**config.mk**
```make
export PLATFORM = sky130hd
export DESIGN_NAME = spdif_tx
export DESIGN_NICKNAME = d
export VERILOG_FILES = /design/src/rtl/spdif_tx_pkg.sv /design/src/rtl/spdif_frame_timer.sv /design/src/rtl/spdif_pcm_buffer.sv /design/src/rtl/spdif_subframe_fmt.sv /design/src/rtl/spdif_bmc_enc.sv /design/src/rtl/spdif_tx.sv
export SDC_FILE = /design/constraint.sdc
export NUM_CORES = 1
export LEC_CHECK = 0
export BUFFER_PORTS_ARGS = -buffer_cell sky130_fd_sc_hd__buf_2
export CORE_MARGIN = 4
export CORE_UTILIZATION = 56
export DETAILED_ROUTE_END_ITERATION = 6
export PLACE_DENSITY = 0.78
export SETUP_SLACK_MARGIN = 0.15
export SKIP_LAST_GASP = 1
export SYNTH_ARGS = -nofsm -noshare
export SYNTH_HDL_FRONTEND = slang
export SYNTH_SLANG_ARGS = --single-unit
```
**constraint.sdc**
```tcl
create_clock -name clk -period 6.62 [get_ports clk]
set_clock_uncertainty 0.1 [all_clocks]
set_input_delay 1.324 -clock clk [delete_from_list [all_inputs] [get_ports clk]]
set_output_delay 1.324 -clock clk [all_outputs]
set_load 0.03 [all_outputs]
```
**src/rtl/spdif_tx_pkg.sv**
```systemverilog
package spdif_tx_pkg;

  // Line framing constants
  localparam int SLOTS_PER_SUB   = 32;
  localparam int HALVES_PER_SUB  = 2 * SLOTS_PER_SUB;
  localparam int HALVES_PER_FRM  = 2 * HALVES_PER_SUB;
  localparam int CYC_W           = $clog2(HALVES_PER_FRM);
  localparam int SLOT_W          = $clog2(SLOTS_PER_SUB);
  localparam int AUDIO_W         = 24;
  localparam int CS_PROG         = 30;
  localparam int PRE_HALVES      = 8;

  // Preamble shapes, first half-cell in the MSB, for a line that was low before
  localparam logic [PRE_HALVES-1:0] PAT_BLOCK = 8'b1110_1000;
  localparam logic [PRE_HALVES-1:0] PAT_LEFT  = 8'b1110_0010;
  localparam logic [PRE_HALVES-1:0] PAT_RIGHT = 8'b1110_0100;

  typedef enum logic [1:0] {
    PRE_BLK = 2'd0,
    PRE_LFT = 2'd1,
    PRE_RGT = 2'd2
  } pre_kind_e;

  typedef logic [SLOTS_PER_SUB-1:0] sub_word_t;

endpackage

```
**src/rtl/spdif_frame_timer.sv**
```systemverilog
module spdif_frame_timer
  import spdif_tx_pkg::*;
#(
  parameter int BLOCK_LEN = 192,
  localparam int FRAME_W = $clog2(BLOCK_LEN)
)(
  input  logic               clk,
  input  logic               rst_n,
  input  logic               run,
  output logic               half,
  output logic [SLOT_W-1:0]  slot,
  output logic               sub,
  output logic [FRAME_W-1:0] frame,
  output logic               frame_start
);

  logic [CYC_W-1:0] cyc;

  always_ff @(posedge clk or negedge rst_n) begin
    if (!rst_n) begin
      cyc   <= '0;
      frame <= '0;
    end else if (!run) begin
      cyc   <= '0;
      frame <= '0;
    end else begin
      cyc <= cyc + 1'b1;
      if (cyc == CYC_W'(HALVES_PER_FRM - 1)) begin
        if (frame == FRAME_W'(BLOCK_LEN - 1)) frame <= '0;
        else                                  frame <= frame + 1'b1;
      end
    end
  end

  assign half        = cyc[0];
  assign slot        = cyc[SLOT_W:1];
  assign sub         = cyc[CYC_W-1];
  assign frame_start = run && (cyc == '0);

  // the frame number never leaves the block
  assert_frame_range_R1: assert property (@(posedge clk) disable iff (!rst_n)
    frame < FRAME_W'(BLOCK_LEN));

  // after the last half-cell of the last frame the block restarts
  assert_block_wrap_R1: assert property (@(posedge clk) disable iff (!rst_n)
    (run && cyc == CYC_W'(HALVES_PER_FRM - 1) && frame == FRAME_W'(BLOCK_LEN - 1))
    |=> (!run || (frame == '0 && cyc == '0)));

  // enabling always begins at half-cell 0 of frame 0
  assert_restart_R8: assert property (@(posedge clk) disable iff (!rst_n)
    $rose(run) |-> (cyc == '0 && frame == '0));

endmodule

```
**src/rtl/spdif_pcm_buffer.sv**
```systemverilog
module spdif_pcm_buffer
  import spdif_tx_pkg::*;
#(
  parameter int SAMPLE_W = 24,
  localparam int PAD_W = AUDIO_W - SAMPLE_W
)(
  input  logic                clk,
  input  logic                rst_n,
  input  logic                load,
  input  logic                s_valid,
  output logic                s_ready,
  input  logic [SAMPLE_W-1:0] s_left,
  input  logic [SAMPLE_W-1:0] s_right,
  output logic [AUDIO_W-1:0]  cur_left,
  output logic [AUDIO_W-1:0]  cur_right
);

  logic                hold_full;
  logic [SAMPLE_W-1:0] hold_l, hold_r;
  logic [SAMPLE_W-1:0] frm_l, frm_r;
  logic                take;

  assign s_ready = !hold_full;
  assign take    = s_valid && !hold_full;

  always_ff @(posedge clk or negedge rst_n) begin
    if (!rst_n) begin
      hold_full <= 1'b0;
      hold_l    <= '0;
      hold_r    <= '0;
      frm_l     <= '0;
      frm_r     <= '0;
    end else if (load) begin
      if (hold_full) begin
        frm_l     <= hold_l;
        frm_r     <= hold_r;
        hold_full <= 1'b0;
      end else if (take) begin
        frm_l <= s_left;
        frm_r <= s_right;
      end else begin
        frm_l <= '0;
        frm_r <= '0;
      end
    end else if (take) begin
      hold_l    <= s_left;
      hold_r    <= s_right;
      hold_full <= 1'b1;
    end
  end

  generate
    if (PAD_W > 0) begin : g_pad
      assign cur_left  = {frm_l, {PAD_W{1'b0}}};
      assign cur_right = {frm_r, {PAD_W{1'b0}}};
    end else begin : g_full
      assign cur_left  = frm_l;
      assign cur_right = frm_r;
    end
  endgenerate

  // a held pair stays untouched until a frame start takes it
  assert_hold_kept_R11: assert property (@(posedge clk) disable iff (!rst_n)
    (hold_full && !load) |=> (hold_full && $stable(hold_l) && $stable(hold_r)));

  // a pair offered in the frame-start cycle to an empty buffer bypasses it
  assert_bypass_R10: assert property (@(posedge clk) disable iff (!rst_n)
    (load && !hold_full && s_valid) |=> (s_ready && frm_l == $past(s_left)
                                         && frm_r == $past(s_right)));

endmodule

```
**src/rtl/spdif_subframe_fmt.sv**
```systemverilog
module spdif_subframe_fmt
  import spdif_tx_pkg::*;
#(
  parameter int BLOCK_LEN = 192,
  localparam int FRAME_W = $clog2(BLOCK_LEN)
)(
  input  logic               sub,
  input  logic [FRAME_W-1:0] frame,
  input  logic [AUDIO_W-1:0] cur_left,
  input  logic [AUDIO_W-1:0] cur_right,
  input  logic               valid_flag,
  input  logic [CS_PROG-1:0] cs_bits,
  output sub_word_t          word,
  output pre_kind_e          kind
);

  logic cs_bit;

  always_comb begin
    cs_bit = 1'b0;
    for (int i = 0; i < CS_PROG; i++) begin
      if (frame == FRAME_W'(i)) cs_bit = cs_bits[i];
    end
  end

  always_comb begin
    word        = '0;
    word[27:4]  = sub ? cur_right : cur_left;
    word[28]    = valid_flag;
    word[29]    = 1'b0;
    word[30]    = cs_bit;
    word[31]    = ^word[30:4];
  end

  always_comb begin
    if (sub)                kind = PRE_RGT;
    else if (frame == '0)   kind = PRE_BLK;
    else                    kind = PRE_LFT;
  end

endmodule

```
**src/rtl/spdif_bmc_enc.sv**
```systemverilog
module spdif_bmc_enc
  import spdif_tx_pkg::*;
(
  input  logic              clk,
  input  logic              rst_n,
  input  logic              run,
  input  logic              half,
  input  logic [SLOT_W-1:0] slot,
  input  pre_kind_e         kind,
  input  sub_word_t         word,
  output logic              line
);

  logic                  line_q, pol_q, pol_now, nxt, in_pre;
  logic [2:0]            pidx;
  logic [PRE_HALVES-1:0] pat;

  assign in_pre = (slot[SLOT_W-1:2] == '0);
  assign pidx   = {slot[1:0], half};

  always_comb begin
    case (kind)
      PRE_BLK: pat = PAT_BLOCK;
      PRE_LFT: pat = PAT_LEFT;
      default: pat = PAT_RIGHT;
    endcase
  end

  always_comb begin
    pol_now = (pidx == 3'd0) ? line_q : pol_q;
    if (in_pre)     nxt = pat[3'd7 - pidx] ^ pol_now;
    else if (!half) nxt = ~line_q;
    else            nxt = word[slot] ? ~line_q : line_q;
  end

  always_ff @(posedge clk or negedge rst_n) begin
    if (!rst_n) begin
      line_q <= 1'b0;
      pol_q  <= 1'b0;
    end else if (!run) begin
      line_q <= 1'b0;
    end else begin
      line_q <= nxt;
      if (in_pre && pidx == 3'd0) pol_q <= line_q;
    end
  end

  assign line = line_q;

  // a disabled transmitter keeps the line low
  assert_idle_low_R8: assert property (@(posedge clk) disable iff (!rst_n)
    !run |=> !line_q);

  // every data slot opens with a level change
  assert_cell_edge_R2: assert property (@(posedge clk) disable iff (!rst_n)
    (run && !in_pre && !half) |=> (line_q != $past(line_q)));

  // every preamble opens with a level change
  assert_preamble_start_R3: assert property (@(posedge clk) disable iff (!rst_n)
    (run && in_pre && pidx == 3'd0) |=> (line_q != $past(line_q)));

endmodule

```
**src/rtl/spdif_tx.sv**
```systemverilog
module spdif_tx
  import spdif_tx_pkg::*;
#(
  parameter int SAMPLE_W  = 24,
  parameter int BLOCK_LEN = 192
)(
  input  logic                clk,
  input  logic                rst_n,
  input  logic                tx_en,
  input  logic                valid_flag,
  input  logic [CS_PROG-1:0]  cs_bits,
  input  logic                s_valid,
  output logic                s_ready,
  input  logic [SAMPLE_W-1:0] s_left,
  input  logic [SAMPLE_W-1:0] s_right,
  output logic                spdif_out
);

  localparam int FRAME_W = $clog2(BLOCK_LEN);

  logic               half, sub, frame_start;
  logic [SLOT_W-1:0]  slot;
  logic [FRAME_W-1:0] frame;
  logic [AUDIO_W-1:0] cur_left, cur_right;
  sub_word_t          word;
  pre_kind_e          kind;

  spdif_frame_timer #(.BLOCK_LEN(BLOCK_LEN)) u_timer (
    .clk         (clk),
    .rst_n       (rst_n),
    .run         (tx_en),
    .half        (half),
    .slot        (slot),
    .sub         (sub),
    .frame       (frame),
    .frame_start (frame_start)
  );

  spdif_pcm_buffer #(.SAMPLE_W(SAMPLE_W)) u_buf (
    .clk       (clk),
    .rst_n     (rst_n),
    .load      (frame_start),
    .s_valid   (s_valid),
    .s_ready   (s_ready),
    .s_left    (s_left),
    .s_right   (s_right),
    .cur_left  (cur_left),
    .cur_right (cur_right)
  );

  spdif_subframe_fmt #(.BLOCK_LEN(BLOCK_LEN)) u_fmt (
    .sub        (sub),
    .frame      (frame),
    .cur_left   (cur_left),
    .cur_right  (cur_right),
    .valid_flag (valid_flag),
    .cs_bits    (cs_bits),
    .word       (word),
    .kind       (kind)
  );

  spdif_bmc_enc u_enc (
    .clk   (clk),
    .rst_n (rst_n),
    .run   (tx_en),
    .half  (half),
    .slot  (slot),
    .kind  (kind),
    .word  (word),
    .line  (spdif_out)
  );

endmodule

```
==> key figures <==
Run status
  • Status: completed

Clock network
  • Clock Path Buffers: 2
  • Clock Pin Slew Worst Setup and Hold Paths: 0.06 ns
  • Clock buffer count from CTS: 17
  • H-tree Lvls: 4
  • Post_cts resized: 0
  • Post-CTS Setup Inserts: 0
  • Hold Buf Count CTS: 0
  • CTS tree: yes
  • Clock latency on the worst-skew pair: ~0.42 ns
  • Clock sink count: about 110
  • Clock root buffer: clkbuf_16

Detailed routing
  • Via count: around 5,300
  • DR WL met3: between 900 and 1000 µm
  • Initial drt markers: approximately 550
  • Drt wl/cell: approximately 18 µm
  • Top sig layer: met4
  • Post-route ant nets: 0
  • DR DRC count: 0
  • Metal-1 WL: between 6000 and 7000 µm
  • Router iterations before antenna repair: 5
  • Routed WL: between 15,000 and 20,000 µm
  • Vias per cell: around 6.0
  • WL met2: ~7900 µm

Global routing
  • GRT overflow: 0
  • GR Util All Layers: between 20% and 30%
  • Vias in the first global route: roughly 5,300
  • Global-route wire length before repair: 25,700 µm
  • Initial antenna violation count: 0
  • Largest net degree at the start of global routing: 78

Synth
  • Synthesized area: about 6500 µm²
  • Syn nets: between 700 and 800
  • Share of the synthesized area in the top cell type: 43.6%
  • EDFF count, synth: 0
  • Syn Inst Count: 656
  • Asr flop ratio synth: 100%
  • FF+latch count, synth: around 110
  • Netlist cell types: 61
  • Seq/Total Area, Yosys: 43.6%
  • Yosys warns: 0
  • Top-count cell post-synth: dfrtp_1
  • Mapped Avg Cell Area: between 9 and 10 µm²
  • Synth top area cells: dfrtp_1 44%, mux2_2 8.4%, a21oi_1 8.3%
  • Synth area leader: dfrtp_1
  • Synth Flop Type: dfrtp_1
  • Most frequent cells after synthesis: 114 x dfrtp_1, 108 x a21oi_1, 74 x nor2_1

Die
  • Top Ports: 85
  • Core ar.: about 11,000 µm²
  • Die X: between 100 and 150 µm
  • Full die area: between 10,000 and 15,000 µm²
  • Core Rows: 39
  • Starting Density: 57.4%
  • Die height: roughly 120 µm

Finish
  • Synth-to-layout area growth: 15.1%
  • Layout cell share with drive strength beyond 1: 26.5%
  • Diode count: 0
  • # nets final: ~800

STA
  • Final setup vio count: 0
  • Max-slew headroom: 26.8%
  • Least-Margin Pin Slew: 1.10 ns
  • Fmax: 0.268 GHz
  • Endpoints failing hold: 0
  • Max-slew violation count: 0
  • Part of the cycle the worst path needs: a little under three fifths
  • RSZ-0062 raised after global routing: no
  • WHS: slightly above 0.4 ns
  • Period minus WS final: 3.73 ns
  • TNS Setup: 0 ns

Pwr
  • Pint: roughly 1900 µW
  • Switching Share: approximately a third
  • Power Dens Cells: roughly 380 nW/µm²
  • Clock Power Share: between 30% and 40%
  • Logic pwr share: 29.3%
  • Leak: roughly 0.0034 µW
  • Peak VDD IR: around 0.24 mV
  • Switching pwr: roughly 900 µW
  • Register share of total power: between 30% and 40%
  • Overall Power: around 2800 µW

Setup path
  • Crit path DAT: ~2.3 ns
  • Crit path kind: flop to output port
  • FF-to-FF Start: u_timer.frame[1]
  • Worst Path Required: between 5 and 6 ns
  • CP startpoint: u_buf.hold_full
  • Critical Path Sink Type: output port
  • Critical Path Source Type: flop
  • Crit path max fanout: 51

Placement
  • Port bufs: 84
  • Post-DP HPWL: about 10,000 µm
  • Gpl congestion: 0.929

Min path
  • Hold Crit Start: u_buf.hold_l[15]
  • Worst min-delay path class: flop to flop

Run
  • Max-cap violation count: 0
cell families after synthesis:
kind of cell	after synthesis	share of synthesized area, %
AND/OR/NAND/NOR	197	15.4
buffers and inverters	65	5.14
flip-flops	114	43.6
multiplexers	76	15.2
AO/OA/AOI/OAI	150	13.2
XOR/XNOR	47	6.29
adder cells (fa/ha/maj)	7	1.34
state kept, by name (all words and copies together) (netlist names):
signal,cells
u_buf.cur_left,24
u_buf.cur_right,24
u_buf.hold_l,24
u_buf.hold_r,24
u_timer.frame,8
u_timer.cyc,7
u_buf.hold_full,1
u_enc.line,1
u_enc.pol_q,1
placed cells by master (no fill, tap or decap), types with 14 or more instances in the layout:
master / synthesis / final
nand2_1: 21 / 21
xor2_1: 27 / 27
clkbuf_16: 0 / 17
mux2i_1: 14 / 14
dfrtp_1: 114 / 114
xnor2_1: 20 / 20
buf_2: 7 / 83
and3_1: 51 / 51
nor2_1: 74 / 73
a21oi_1: 108 / 108
mux2_2: 49 / 49
power by group through the flow:
| stage | clock, µW | sequential (µW) | combinational [µW] |
|---|---|---|---|
| 2_1_floorplan | 0 | 1020 | 658 |
| 3_3_place_gp | 0 | 1070 | 780 |
| 3_5_place_dp | 0 | 1080 | 823 |
| 4_1_cts | 942 | 1070 | 837 |
| 5_1_grt | 981 | 1100 | 923 |
| 6_report | 932 | 1080 | 833 |
area by class of cell:
class	instances	area, µm²
repair buffers	89	460
multi-input cells	477	3380
clock inverters	15	185
clock buffers	17	425
flip-flops and latches	114	2850
well taps	143	179
inverters	15	56.3
fillers	884	3880
critical path, cell delays in order (launching register included):
cell	delay, ns
dfrtp_1	0.36
buf_4	0.29
inv_1	0.87
buf_2	0.35
through the flow:
stage | cell area, µm² | setup slack, ns | cells | utilization, %
after CTS | 7540 | 2.89 | 870 | 66.0
after global routing | 7540 | 2.65 | 870 | 66.0
after global placement | 6930 | 2.79 | 838 | 60.7
final | 7540 | 2.89 | 870 | 66.0
after detailed placement | 6930 | 2.60 | 838 | 60.7
after floorplan | 6550 | 3.42 | 656 | -
per-layer routing:
layer | up-vias | global-route usage, %
met1 | 2571 | 30.3
met2 | 210 | 41.5
li1 | 2443 | -
met4 | 0 | 9.67
met5 | - | 0
met3 | 36 | 5.49
worst paths after layout:
check,cells past startpoint,slack (ns),to
worst min register to register,1,0.40,u_buf.hold_l[15]
worst min-delay path,1,0.40,u_buf.hold_l[15]
min in group asynchronous,1,0.78,u_buf.hold_l[5]
worst max register to register,11,3.23,u_enc.line
worst max-delay path,3,2.89,s_ready
max in group asynchronous,2,4.31,u_buf.cur_right[17]
(Power assumes the default switching activity.)
